==> config.mk <==
export PLATFORM = sky130hd
export DESIGN_NAME = cmdind_filter
export DESIGN_NICKNAME = d
export VERILOG_FILES = /design/src/rtl/cmdind_pkg.sv /design/src/rtl/cmdind_tx_reg.sv /design/src/rtl/cmdind_rx_filter.sv /design/src/rtl/cmdind_filter.sv
export SDC_FILE = /design/constraint.sdc
export NUM_CORES = 1
export LEC_CHECK = 0
export BUFFER_PORTS_ARGS = -buffer_cell sky130_fd_sc_hd__buf_4
export CELL_PAD_IN_SITES_DETAIL_PLACEMENT = 1
export CELL_PAD_IN_SITES_GLOBAL_PLACEMENT = 2
export CORE_MARGIN = 4
export CORE_UTILIZATION = 33
export CTS_BUF_LIST = sky130_fd_sc_hd__clkbuf_2 sky130_fd_sc_hd__clkbuf_4 sky130_fd_sc_hd__clkbuf_8
export DETAILED_ROUTE_END_ITERATION = 6
export PLACE_DENSITY_LB_ADDON = 0.1
export SETUP_SLACK_MARGIN = 0.02
export SYNTH_ARGS = -nofsm -noshare
export SYNTH_HDL_FRONTEND = slang
export SYNTH_SLANG_ARGS = --single-unit
==> constraint.sdc <==
create_clock -name clk -period 2.8 [get_ports clk]
set_clock_uncertainty 0.15 [all_clocks]
set_input_delay 0.28 -clock clk [delete_from_list [all_inputs] [get_ports clk]]
set_output_delay 0.28 -clock clk [all_outputs]
set_load 0.1 [all_outputs]
==> src/rtl/cmdind_pkg.sv <==
package cmdind_pkg;

  // Next length of the run of identical frames.
  // A frame that repeats the last one extends the run, up to the cap.
  // Any other frame starts a new run of length one.
  function automatic int unsigned run_next(input int unsigned run,
                                           input bit same,
                                           input int unsigned cap);
    if (!same) return 1;
    if (run >= cap) return cap;
    return run + 1;
  endfunction

  // A run of the required length that carries a new code is accepted.
  function automatic bit accept(input int unsigned run,
                                input int unsigned need,
                                input bit differs);
    return (run >= need) && differs;
  endfunction

endpackage

==> src/rtl/cmdind_tx_reg.sv <==
module cmdind_tx_reg #(
  parameter int unsigned CODE_W = 4,
  parameter logic [CODE_W-1:0] RESET_CODE = '1
) (
  input  logic              clk,
  input  logic              rst_n,
  input  logic              wr,
  input  logic [CODE_W-1:0] wdata,
  output logic [CODE_W-1:0] code
);
  logic [CODE_W-1:0] code_q;

  always_ff @(posedge clk) begin
    if (!rst_n)  code_q <= RESET_CODE;
    else if (wr) code_q <= wdata;
  end

  // The register content is offered in every frame.
  assign code = code_q;
endmodule

==> src/rtl/cmdind_rx_filter.sv <==
module cmdind_rx_filter
  import cmdind_pkg::*;
#(
  parameter int unsigned CODE_W  = 4,
  parameter int unsigned PERSIST = 2,
  parameter logic [CODE_W-1:0] RESET_CODE = '1
) (
  input  logic              clk,
  input  logic              rst_n,
  input  logic              frame_stb,
  input  logic [CODE_W-1:0] rx_code,
  output logic [CODE_W-1:0] ctrl_code,
  output logic              ctrl_chg,
  output logic              accept_evt
);
  localparam int unsigned RUN_W = $clog2(PERSIST + 1);

  logic [CODE_W-1:0] last_q;
  logic [RUN_W-1:0]  run_q;
  logic [RUN_W-1:0]  run_nx;
  logic [CODE_W-1:0] ctrl_q;
  logic              chg_q;
  logic              same;

  // A run of zero means no history, so nothing can match yet.
  assign same   = (run_q != '0) && (rx_code == last_q);
  assign run_nx = RUN_W'(run_next(int'(run_q), same, PERSIST));

  assign accept_evt = frame_stb &&
                      accept(int'(run_nx), PERSIST, rx_code != ctrl_q);

  // Match history: updated only on a frame strobe.
  always_ff @(posedge clk) begin
    if (!rst_n) begin
      last_q <= RESET_CODE;
      run_q  <= '0;
    end else if (frame_stb) begin
      last_q <= rx_code;
      run_q  <= run_nx;
    end
  end

  // Control register and its change pulse.
  always_ff @(posedge clk) begin
    if (!rst_n) begin
      ctrl_q <= RESET_CODE;
      chg_q  <= 1'b0;
    end else begin
      chg_q <= accept_evt;
      if (accept_evt) ctrl_q <= rx_code;
    end
  end

  assign ctrl_code = ctrl_q;
  assign ctrl_chg  = chg_q;
endmodule

==> src/rtl/cmdind_filter.sv <==
module cmdind_filter #(
  parameter int unsigned CODE_W  = 4,
  parameter int unsigned PERSIST = 2,
  parameter logic [CODE_W-1:0] RESET_CODE = '1
) (
  input  logic              clk,
  input  logic              rst_n,
  input  logic              frame_stb,
  input  logic [CODE_W-1:0] rx_code,
  input  logic              ind_wr,
  input  logic [CODE_W-1:0] ind_wdata,
  output logic [CODE_W-1:0] tx_code,
  output logic [CODE_W-1:0] ctrl_code,
  output logic              ctrl_chg
);
  // Internal event, named for the checker.
  logic accept_evt;

  cmdind_tx_reg #(
    .CODE_W(CODE_W),
    .RESET_CODE(RESET_CODE)
  ) u_tx (
    .clk(clk),
    .rst_n(rst_n),
    .wr(ind_wr),
    .wdata(ind_wdata),
    .code(tx_code)
  );

  cmdind_rx_filter #(
    .CODE_W(CODE_W),
    .PERSIST(PERSIST),
    .RESET_CODE(RESET_CODE)
  ) u_rx (
    .clk(clk),
    .rst_n(rst_n),
    .frame_stb(frame_stb),
    .rx_code(rx_code),
    .ctrl_code(ctrl_code),
    .ctrl_chg(ctrl_chg),
    .accept_evt(accept_evt)
  );
endmodule

Word level (Yosys, flattened, before mapping) --
Cells that the tools add are included. Widths: inputs -> output; s select.
Cells by class: add/subtract/negate cells 1, $lt $le $gt $ge 2, equality and inequality tests 2, multiplexer cells 6, reductions and logical operators 4
Operators by type and width (number):
- $mux 2 | 3
- $eq 4x4->1 | 1
- $ge 2x2->1 const B | 2
- $ne 4x4->1 | 1
- $logic_and 1x1->1 | 3
- $mux 1 | 3
- $add 2x1->2 const B | 1
- $reduce_bool 2->1 | 1
Storage, ports and cells: flip-flop bits (word level) 15, input port bits 12, output and inout port bits 9, word-level logic and storage cells 20

Logic depth before layout (Yosys ltp) --
Gate-level depths: netlist (run 1).
depth in word-level cells 9, depth in mapped cells 5, gate-level depth less buffers 4

By module --
Synthesis (run 1) repeated with hierarchy kept, for this count alone.
Unflattened totals: cells, all modules 66, area, all modules 653.1 um^2
By module, submodules not included:
- cmdind_rx_filter | instances 1, cells each 53, area an instance 513.0 um^2, seq. area each 220.2 um^2
- cmdind_tx_reg | instances 1, cells each 13, area an instance 140.1 um^2, seq. area each 80.1 um^2

Worst setup path before layout (run 1) --
OpenSTA, ideal clock, no wires.
kind register to register, start reg u_rx.ctrl_q[0] (netlist: u_rx.ctrl_code[0]), end reg u_rx.chg_q (netlist: u_rx.ctrl_chg), setup time 0.115 ns, arrival time 1.428 ns, data required time 2.535 ns, slack 1.106 ns, stages on the path, launching flop included 4, buffers on the path 0, clock period less this slack 1.694 ns, cells stage by stage dfxtp_1 -> xnor2_1 -> nand4_1 -> and3_1
On the way: longest elaborated chain between the ends 3
RTL lines:
- from (decl) | RTL line cmdind_rx_filter.sv:21 | logic [CODE_W-1:0] ctrl_q;
- from (signal assigned) | RTL line cmdind_rx_filter.sv:50 | if (accept_evt) ctrl_q <= rx_code;
- $ne 4x4->1 | RTL line cmdind_rx_filter.sv:30 | accept(int'(run_nx), PERSIST, rx_code != ctrl_q);
- $logic_and 1x1->1 | RTL line cmdind_pkg.sv:18 | return (run >= need) && differs;
- $logic_and 1x1->1 | RTL line cmdind_rx_filter.sv:29 | assign accept_evt = frame_stb &&
- to (signal assigned) | RTL line cmdind_rx_filter.sv:49 | chg_q <= accept_evt;
- to (decl) | RTL line cmdind_rx_filter.sv:22 | logic chg_q;
Every way passes these cells. A chain may end at the register's enable or synchronous reset.

Worst setup path in the final report (run 1) --
start reg u_rx.last_q[2], end reg u_rx.ctrl_q[2] (netlist: u_rx.ctrl_code[2])
On the way: longest elaborated chain between the ends 9
RTL lines:
- from (decl) | RTL line cmdind_rx_filter.sv:18 | logic [CODE_W-1:0] last_q;
- from (signal assigned) | RTL line cmdind_rx_filter.sv:38 | last_q <= rx_code;
- $eq 4x4->1 (*) | RTL line cmdind_rx_filter.sv:26 | assign same = (run_q != '0) && (rx_code == last_q);
- $logic_and 1x1->1 (*) | RTL line cmdind_rx_filter.sv:26
- $mux 1 | RTL line cmdind_pkg.sv:9 | if (!same) return 1;
- $mux 2 | RTL line cmdind_pkg.sv:10 | if (run >= cap) return cap;
- $mux 2 | RTL line cmdind_pkg.sv:11 | return run + 1;
- $mux 2 (*) | RTL line cmdind_pkg.sv:10
- $ge 2x2->1 (*) | RTL line cmdind_pkg.sv:18
- $logic_and 1x1->1 (*) | RTL line cmdind_pkg.sv:18
- $logic_and 1x1->1 (*) | RTL line cmdind_rx_filter.sv:29
Every way passes the cells marked *; elsewhere a longest branch is shown, timed or not.

==> metrics.md, run 1 <==
| Metric | Value |
|---|---|
| Number of global-route vias before repair | `521` |
| Initial antenna violation count | `0` |
| Starting Density | `36.53%` |
| Die Span Y | `52.66 um` |
| Finished Layout Cells | `110` |
| Resize count post-CTS | `0` |
| Die area | `2773 um2` |
| CP Launch Point | `u_rx.last_q[2]$_SDFFE_PN1P_` |
| CP arrival | `1.75 ns` |
| Congestion Overflow GR | `0` |
| R2R depth | `4` |
| Layout area overhead | `29.28%` |
| H-tree Lvls | `1` |
| Share of cells above drive strength 1 | `32.94%` |
| Setup CP Type | `reg -> reg` |
| Cells after DPL | `106` |
| Fin worst setup slack | `1.109 ns` |
| Skew-Pair Late Insertion Delay | `0.28 ns` |
| Max Fanout on Critical Path | `6` |
| Router iterations before antenna repair | `2` |
| Synth top area share | `45.63%` |
| Finished Core Util | `47.22%` |
| Tmin final | `1.691 ns` |
| Via/cell ratio | `4.545` |
| Final hold viol count | `0` |
| First-pass GRT wire length | `2.263 mm` |
| Setup violators final | `0` |
| IO Pins | `21` |
| Data required, critical path | `2.86 ns` |
| Worst hold slack | `0.06385 ns` |
| Startpoint class of the critical path | `flop` |
| Sequential share of the synthesized area | `45.63%` |
| Detailed placement HPWL | `1.018 mm` |
| Standard-cell row count | `15` |
| Slew @ Worst Pin | `0.2799 ns` |
| Mapped Nets | `76` |
| Post-synth cell types | `18` |
| Status | `completed` |
| Clock Path Buffers | `2` |
| Largest net degree at the start of global routing | `19` |
| CTS root buf | `clkbuf_4` |
| Port Buffers | `20` |
| Diodes inserted | `0` |
| Worst R2R Setup Slack | `1.11 ns` |
| Ranking of synthesized cells by area | `dfxtp_1, mux2i_1, nor2b_1` |
| CP endpoint kind | `flop` |
| Final wirelength | `1.318 mm` |
| RSZ-0062 raised after global routing | `false` |
| Min-Delay Path Class | `in -> reg` |
| Avg Cell Area, Syn | `10.28 um2` |
| Yosys reg bits | `15` |
| Post-CTS Hold Buffers | `0` |
| R2r endpoint | `u_rx.ctrl_code[2]$_SDFFE_PN1P_` |
| Violation count after the first detailed-route iteration | `4` |
| DRC | `0` |
| Final net count | `98` |
| Reg2reg start | `u_rx.last_q[2]$_SDFFE_PN1P_` |
| Max Slew Vio Count | `0` |
| Vias post-DR | `500` |
| Warnings from Yosys | `0` |
| Setup Slack @ Placement | `0.9818 ns` |
| Die width | `52.66 um` |
| Clock slew at the register clock pins of the worst setup and hold paths | `0.08 ns` |
| Slew headroom | `81.49%` |
| Core region area | `1802 um2` |
| Leading area contributor after synthesis | `dfxtp_1` |
| Maximum VDD drop | `259.9 uV` |
| Leak | `0.3686 nW` |
| P per Cell Area | `514.3 nW/um2` |
| Final TNS setup | `0 ns` |
| Max_cap viols | `0` |
| Syn Std Cell Area | `658.1 um2` |
| Postcts setup bufs | `0` |
| Worst Setup EP | `u_rx.ctrl_code[2]$_SDFFE_PN1P_` |
| Synth Instances | `64` |
| Final Cycle Share | `60.38%` |
| TritonCTS clock tree | `yes` |
| GP Congestion | `0.7329` |
| Antenna viol nets, final | `0` |
| CTS Sinks | `15` |
| Cts bufs inserted | `3` |
| GRT Overall Usage | `11.38%` |
| Fmax | `591.5 MHz` |
| Routed len/inst | `11.98 um` |
-- critical path, cell delays in order (launching register included) --
cell and delay (ns):
dfxtp_1 0.32, xor2_1 0.14, or4_4 0.56, a21oi_4 0.23, mux2i_1 0.22
-- cells in the mapped netlist --
| cell | number |
|---|---|
| a21oi_1 | 1 |
| a21oi_4 | 1 |
| and2b_2 | 1 |
| and3_1 | 1 |
| buf_6 | 1 |
| clkbuf_1 | 2 |
| dfxtp_1 | 15 |
| mux2i_1 | 12 |
| nand2_1 | 9 |
| nand4_1 | 1 |
| nor2_1 | 1 |
| nor2b_1 | 6 |
| o21a_1 | 1 |
| o21ai_0 | 3 |
| or2_2 | 1 |
| or4_4 | 1 |
| xnor2_1 | 4 |
| xor2_1 | 3 |
-- cells in the final DEF, fill, tap and decap left out, drive strengths merged --
| cell | synthesis | routed |
|---|---|---|
| nand2 | 9 | 9 |
| nand4 | 1 | 1 |
| a21oi | 2 | 2 |
| o21ai | 3 | 3 |
| buf | 1 | 20 |
| mux2i | 12 | 12 |
| or2 | 1 | 1 |
| xnor2 | 4 | 4 |
| o21a | 1 | 1 |
| xor2 | 3 | 3 |
| and3 | 1 | 1 |
| nor2b | 6 | 6 |
| dfxtp | 15 | 15 |
| clkbuf | 2 | 4 |
| or4 | 1 | 1 |
| and2b | 1 | 1 |
| nor2 | 1 | 1 |
-- per-stage QoR --
stage / power, mW / area, um2
2_1_floorplan: 0.2887 / 658.1
3_3_place_gp: 0.3142 / 820.8
3_5_place_dp: 0.3147 / 820.8
4_1_cts: 0.4491 / 850.8
5_1_grt: 0.4659 / 850.8
6_report: 0.4375 / 850.8
-- layout make-up --
type                            instances  area [um2]
Timing Repair Buffer                   20       150.1
Tap cell                               25       31.28
Sequential cell                        15       300.3
Clock buffer                            4       30.03
Multi-Input combinational cell         46       339.1
Fill cell                             236       950.9
-- kinds of logic after synthesis --
kind of cell / count (synthesis) / share of synthesized area (%)
buffers and inverters: 3 / 2.852
flip-flops: 15 / 45.63
AO/OA/AOI/OAI: 6 / 6.654
multiplexers: 12 / 18.25
XOR/XNOR: 7 / 9.316
AND/OR/NAND/NOR: 21 / 17.30
-- registers in the layout (all words and copies together), names as in the netlist --
signal / count
u_rx.last_q: 4
u_rx.run_q: 2
u_rx.ctrl_code: 4
u_tx.code: 4
u_rx.ctrl_chg: 1
-- worst min-delay path by stage --
stage	startpoint	to	slack [ns]	cells after the start
after detailed placement	u_tx.code[0]$_SDFFE_PN1P_	u_tx.code[0]$_SDFFE_PN1P_	0.32	2
final	ind_wdata[0]	u_tx.code[0]$_SDFFE_PN1P_	0.06	3
after floorplan	rx_code[0]	u_rx.last_q[0]$_SDFFE_PN1P_	0.26	2
after global placement	u_tx.code[2]$_SDFFE_PN1P_	u_tx.code[2]$_SDFFE_PN1P_	0.31	2
after global routing	ind_wdata[0]	u_tx.code[0]$_SDFFE_PN1P_	0.05	3
after CTS	ind_wdata[0]	u_tx.code[0]$_SDFFE_PN1P_	0.05	3
-- where the power goes --
part	switching (mW)	total, mW	internal, mW
clock network	0.0640	0.129	0.0649
registers	0.00514	0.227	0.222
logic	0.0514	0.0816	0.0302
-- layer usage --
metal / wire, um / vias to the layer above / track usage, % / part of all wire [%]
li1: - / 256 / - / -
met1: 610 / 232 / 13.36 / 46
met2: 637 / 12 / 18.18 / 48
met3: 70 / 0 / 5.983 / 5.3
met4: 0 / 0 / 2.553 / 0
met5: 0 / - / 0 / 0
No activity file was read; power rests on OpenSTA's default activity.
==> run 2: changes to the inputs <==
CORE_UTILIZATION = 30   (was 33)
clock period = 1.63 ns   (was 2.8 ns; I/O delays follow)
==> metrics.md, run 2 (synthesis results as in run 1) <==
| Metric | Value |
|---|---|
| Final Cycle Share | `103.0% (+43 points)` |
| GRT Overall Usage | `13.53% (+2.1 points)` |
| Diodes inserted | `0 (unchanged)` |
| Initial antenna violation count | `0 (unchanged)` |
| Final wirelength | `1.634 mm (+24%)` |
| Power, Total | `0.7987 mW (+83%)` |
| H-tree Lvls | `1 (unchanged)` |
| DRC | `0 (unchanged)` |
| Die area | `3007 um2 (+8.4%)` |
| Data required, critical path | `1.72 ns (-1.14 ns)` |
| Congestion Overflow GR | `0 (unchanged)` |
| Slew @ Worst Pin | `0.2799 ns (-0.00004649 ns)` |
| Min-Delay Path Class | `in -> reg` |
| Share of cells above drive strength 1 | `38.24% (+5.3 points)` |
| Violation count after the first detailed-route iteration | `4 (unchanged)` |
| First-pass GRT wire length | `2.773 mm (+23%)` |
| Setup violators final | `7 (+7)` |
| Largest net degree at the start of global routing | `19 (unchanged)` |
| Antenna viol nets, final | `0 (unchanged)` |
| Detailed placement HPWL | `1.123 mm (+10%)` |
| Die width | `54.84 um (+4.1%)` |
| Port Buffers | `20 (unchanged)` |
| CP arrival | `1.77 ns (+0.02 ns)` |
| Fin worst setup slack | `-0.04862 ns (-1.158 ns)` |
| Most frequent cells in the layout | `buf_4, mux2i_1, dlygate4sd3_1, dfxtp_1, nand2_1` |
| Max_cap viols | `0 (unchanged)` |
| Core region area | `2022 um2 (+12%)` |
| Router iterations before antenna repair | `4 (+2)` |
| Worst hold slack | `0.05787 ns (-0.005985 ns)` |
| RSZ-0062 raised after global routing | `true` |
| Finished Core Util | `50.68% (+3.5 points)` |
| Maximum VDD drop | `582.2 uV (+120%)` |
| Die Span Y | `54.84 um (+4.1%)` |
| Setup CP Type | `reg -> reg` |
| Max Slew Vio Count | `0 (unchanged)` |
| Slew headroom | `81.49% (about the same)` |
| Clock Path Buffers | `2 (unchanged)` |
| Final TNS setup | `-0.2380 ns (-0.2380 ns)` |
| Final net count | `115 (+17%)` |
| Fill cells | `236 (unchanged)` |
| Starting Density | `32.55% (-4.0 points)` |
| Most common cell after layout, fill and taps aside | `buf_4` |
| Clock slew at the register clock pins of the worst setup and hold paths | `0.09 ns (about the same)` |
| Via/cell ratio | `4.496 (-1.1%)` |
| TritonCTS clock tree | `yes` |
| Cts bufs inserted | `3 (unchanged)` |
| Layout area overhead | `55.70%` |
| Vias post-DR | `580 (+16%)` |
| Number of global-route vias before repair | `635 (+22%)` |
| CTS root buf | `clkbuf_4` |
| CTS Sinks | `15 (unchanged)` |
| Failing checks | `negative setup slack` |
| Skew-Pair Late Insertion Delay | `0.28 ns (about the same)` |
| CP endpoint kind | `flop` |
| Max Fanout on Critical Path | `5 (-1)` |
| Status | `finished with violations` |
| Tmin final | `1.679 ns (-0.01205 ns)` |
| Fmax | `595.7 MHz (+0.72%)` |
| GP Congestion | `0.6561 (-10%)` |
| Standard-cell row count | `16 (+1)` |
| P per Cell Area | `779.4 nW/um2 (+52%)` |
| Leak | `0.4327 nW (+17%)` |
| Final hold viol count | `0 (unchanged)` |
| Startpoint class of the critical path | `flop` |
| Routed len/inst | `12.67 um (+5.7%)` |
| IO Pins | `21 (unchanged)` |
==> run 2: cell types whose count changed in the layout (fill, tap and decap cells not counted), sizes merged <==
cell | before | now
buf | 20 | 25
dlygate4sd3 | 0 | 12
==> run 2: cell type report <==
type / count / area, um2 / area share [%]
clock buffers: 4 / 30.03 / 2.930
multi-input cells: 46 / 346.6 / 33.82
flip-flops and latches: 15 / 306.5 / 29.91
well taps: 27 / 33.78 / 3.297
repair buffers: 37 / 307.8 / 30.04
==> run 2: what timing repair did <==
action,4_1_cts,5_1_grt
hold endpoints to repair,7,0
hold buffers,13,0
resized for setup,2,1
buffers inserted,1,1
pin swaps,1,2
setup endpoints to repair,6,8
==> run 2: worst max-delay path, cell delays in order (launching register included) <==
cell and delay, ns:
dfxtp_2 0.34, xor2_2 0.14, or4_4 0.54, a21oi_4 0.21, buf_4 0.15, o21a_1 0.09
==> run 2: where the power goes <==
| part | switching (mW) | leakage, nW | internal, mW |
|---|---|---|---|
| clock network | 0.121 | 0.0184 | 0.112 |
| logic | 0.0968 | 0.293 | 0.0777 |
| registers | 0.00951 | 0.121 | 0.382 |
==> run 2: final timing paths <==
path | start | end | slack (ns) | depth (start not counted)
hold reg to reg | u_rx.last_q[2]$_SDFFE_PN1P_ | u_rx.last_q[2]$_SDFFE_PN1P_ | 0.36 | 2
setup / recovery | u_rx.last_q[1]$_SDFFE_PN1P_ | u_rx.run_q[1]$_SDFFE_PN0P_ | -0.05 | 5
setup reg to reg | u_rx.last_q[1]$_SDFFE_PN1P_ | u_rx.run_q[1]$_SDFFE_PN0P_ | -0.05 | 5
hold / removal | rx_code[1] | u_rx.ctrl_code[1]$_SDFFE_PN1P_ | 0.06 | 3
==> run 2: per-stage QoR <==
step	cell area, um2	setup slack [ns]	cells
after floorplan	663.1	0.04264	64
after global placement	850.8	-0.02161	111
after detailed placement	850.8	-0.06280	111
after CTS	1020	-0.08718	129
after global routing	1025	-0.1142	129
final	1025	-0.04862	129
==> run 2: layer usage <==
metal	wire length, um	share of wire [%]	GRT usage, %
met5	0	0	0
met1	648	40	12.95
met2	865	53	25.39
met3	102	6.2	5.450
met4	18	1.1	4.979
==> run 3: changes to the inputs <==
ABC_AREA = 1   (was not set)
CORE_UTILIZATION = 27   (was 30)
clock period = 1.7 ns   (was 1.63 ns; I/O delays follow)
==> metrics.md, run 3 <==
| Metric | Value |
|---|---|
| Status | `completed` |
| Max Slew Vio Count | `0 (unchanged)` |
| Mapped Nets | `106 (+39%)` |
| CP endpoint kind | `flop` |
| Most common cell after layout, fill and taps aside | `nand2_1` |
| Final hold viol count | `0 (unchanged)` |
| Final wirelength | `1.790 mm (+9.5%)` |
| RSZ-0062 raised after global routing | `false` |
| Cts bufs inserted | `3 (unchanged)` |
| Comb power frac | `24.2% (+2.4 points)` |
| Most frequent cell after synthesis | `nand2_1` |
| Post-synth cell types | `16 (-2)` |
| Routed len/inst | `11.26 um (-11%)` |
| Die Span Y | `57.89 um (+5.6%)` |
| Reg2reg start | `u_rx.ctrl_code[2]$_SDFFE_PN1P_` |
| Diodes inserted | `0 (unchanged)` |
| Most frequent cells in the layout | `nand2_1, buf_4, dlygate4sd3_1, nand3_1, dfxtp_1` |
| Synth cell count leaders | `nand2_1, dfxtp_1, nand3_1` |
| P per Cell Area | `759.1 nW/um2 (-2.6%)` |
| Max_cap viols | `0 (unchanged)` |
| Congestion Overflow GR | `0 (unchanged)` |
| Setup violators final | `0 (-7)` |
| CTS Sinks | `15 (unchanged)` |
| Maximum VDD drop | `312.8 uV (-46%)` |
| Antenna viol nets, final | `0 (unchanged)` |
| Tmin final | `1.587 ns` |
| Core region area | `2297 um2 (+14%)` |
| Clock Path Buffers | `2 (unchanged)` |
| Ranking of synthesized cells by area | `dfxtp_1, nand2_1, nand3_1` |
| Via/cell ratio | `4.440 (-1.2%)` |
| Die area | `3351 um2 (+11%)` |
| Syn Std Cell Area | `671.9 um2 (+2.1%)` |
| Final Cycle Share | `93.38%` |
| Worst hold slack | `0.01133 ns (-0.04654 ns)` |
| Sw Pwr | `0.2383 mW (+4.7%)` |
| Min-Delay Path Class | `in -> reg` |
| Yosys reg bits | `15 (unchanged)` |
| Violation count after the first detailed-route iteration | `19 (+15)` |
| Number of global-route vias before repair | `780 (+23%)` |
| H-tree Lvls | `1 (unchanged)` |
| CP max-delay cell | `dlygate4sd3_1` |
| Max Fanout on Critical Path | `7 (+2)` |
| Setup CP Type | `in -> reg` |
| Layout area overhead | `53.63%` |
| Clock share of power | `27.6% (-1.6 points)` |
| Crit path largest cell delay | `0.55 ns (about the same)` |
| DRC | `0 (unchanged)` |
| CP Cell Sequence | `dlygate4sd3_1 -> buf_4 -> a21oi_2 -> o21ai_0 -> dlygate4sd3_1` |
| Skew-Pair Late Insertion Delay | `0.28 ns (about the same)` |
| Internal Pwr Total | `0.5452 mW (-4.5%)` |
| Standard-cell row count | `17 (+1)` |
| Vias post-DR | `706 (+22%)` |
| Hold wc startpoint | `rst_n` |
| Leading area contributor after synthesis | `dfxtp_1` |
| Critical path's top delay family | `buffers and inverters` |
| Startpoint class of the critical path | `input port` |
| Slew @ Worst Pin | `0.2810 ns (+0.001081 ns)` |
| GRT Overall Usage | `12.60% (-0.93 points)` |
| Detailed placement HPWL | `1.363 mm (+21%)` |
| Starting Density | `29.25% (-3.3 points)` |
| CP arrival | `1.61 ns (-0.16 ns)` |
| Fill cells | `293 (+24%)` |
| Async SR Flop Fraction | `0% (unchanged)` |
| Synth Instances | `94 (+47%)` |
| Sequential share of the synthesized area | `44.69% (-0.93 points)` |
| Worst path bufs/invs | `3 (+2)` |
| Port Buffers | `20 (unchanged)` |
| CP Launch Point | `frame_stb` |
| Most common cell on crit path | `dlygate4sd3_1` |
| IO Pins | `21 (unchanged)` |
| Largest net degree at the start of global routing | `13 (-6)` |
| Fmax | `630.0 MHz` |
| Router iterations before antenna repair | `3 (-1)` |
| Warnings from Yosys | `0 (unchanged)` |
| GP Congestion | `0.6819 (+3.9%)` |
| Synth top area share | `44.69% (-0.93 points)` |
| First-pass GRT wire length | `3.312 mm (+19%)` |
| Initial antenna violation count | `0 (unchanged)` |
| Seq pwr share | `48.2% (-0.8 points)` |
| Prevailing post-synth register cell | `dfxtp_1` |
| Share of cells above drive strength 1 | `28.24% (-10 points)` |
| Slew headroom | `81.42% (about the same)` |
| CTS root buf | `clkbuf_4` |
| TritonCTS clock tree | `yes` |
| Postcts setup bufs | `0 (-1)` |
| Sw frac | `30.42% (+1.9 points)` |
| Final net count | `144 (+25%)` |
| Leak | `0.5306 nW (+23%)` |
| Post-synth EDFFs | `0 (unchanged)` |
| Final TNS setup | `0 ns (+0.2380 ns)` |
| Avg Cell Area, Syn | `7.148 um2 (-30%)` |
| Die width | `57.89 um (+5.6%)` |
| Data required, critical path | `1.72 ns (about the same)` |
| Clock slew at the register clock pins of the worst setup and hold paths | `0.09 ns (about the same)` |
[run 3: changes by cell type after synthesis, sizes merged, moves of 2 or more]
cell and change:
a21oi +2, inv +12, mux2i -12, nand2 +24, nand3 +13, nor2 +9
nor2b -6, xnor2 -3, xor2 -2
[run 3: power by group through the flow]
stage          Sequential [mW]  Combinational, mW  Clock [mW]
6_report                 0.378              0.189       0.216
5_1_grt                  0.380              0.207       0.254
3_5_place_dp             0.386              0.165           0
4_1_cts                  0.378              0.190       0.235
2_1_floorplan            0.443             0.0517           0
3_3_place_gp             0.386              0.161           0
[run 3: logic make-up after synthesis]
group                     count (synthesis)  synth area share, %
DFF                                      15                44.69
AOI/OAI and AO/OA                         8                7.449
and+or+nand+nor                          56                37.99
xor gates and xnor gates                  2                2.608
buffers and inverters                    13                7.262
[run 3: final timing paths]
check / end / slack, ns / cells past startpoint
setup / recovery: u_rx.last_q[2]$_SDFFE_PN1P_ / 0.11 / 5
hold / removal: u_rx.ctrl_code[1]$_SDFFE_PN1P_ / 0.01 / 2
setup reg to reg: u_rx.ctrl_code[0]$_SDFFE_PN1P_ / 0.41 / 7
hold reg to reg: u_tx.code[0]$_SDFFE_PN1P_ / 0.32 / 2
[run 3: per-stage QoR]
step	cell area [um2]	util (%)	setup WS [ns]	instances	power [mW]
6_report	1032	44.93	0.1126	159	0.7835
5_1_grt	1032	44.93	0.03936	159	0.8417
4_1_cts	1028	44.77	0.1128	159	0.8031
3_5_place_dp	858.3	37.36	0.3884	141	0.5511
3_3_place_gp	858.3	37.36	0.4101	141	0.5471
2_1_floorplan	676.9	-	0.1967	94	0.4951
[run 3: area by class of cell]
cell class | count | area (um2) | area share [%]
inverter | 12 | 45.04 | 4.364
clock buffer | 4 | 30.03 | 2.909
tap | 28 | 35.03 | 3.394
multi-input combinational | 66 | 326.6 | 31.64
sequential | 15 | 305.3 | 29.58
timing repair buffer | 34 | 290.3 | 28.12
[run 3: routing by layer]
layer	vias up	track usage (%)	part of all wire (%)
met5	-	0	0
met4	0	4.967	0.50
met3	2	2.673	3.2
met2	11	20.81	46
met1	323	15.89	50
li1	370	-	-
[run 3: what timing repair did]
action,in CTS,in global routing
hold endpoints to repair,9,0
setup endpoints to repair,0,3
hold buffers,14,0
gates resized for setup,0,1
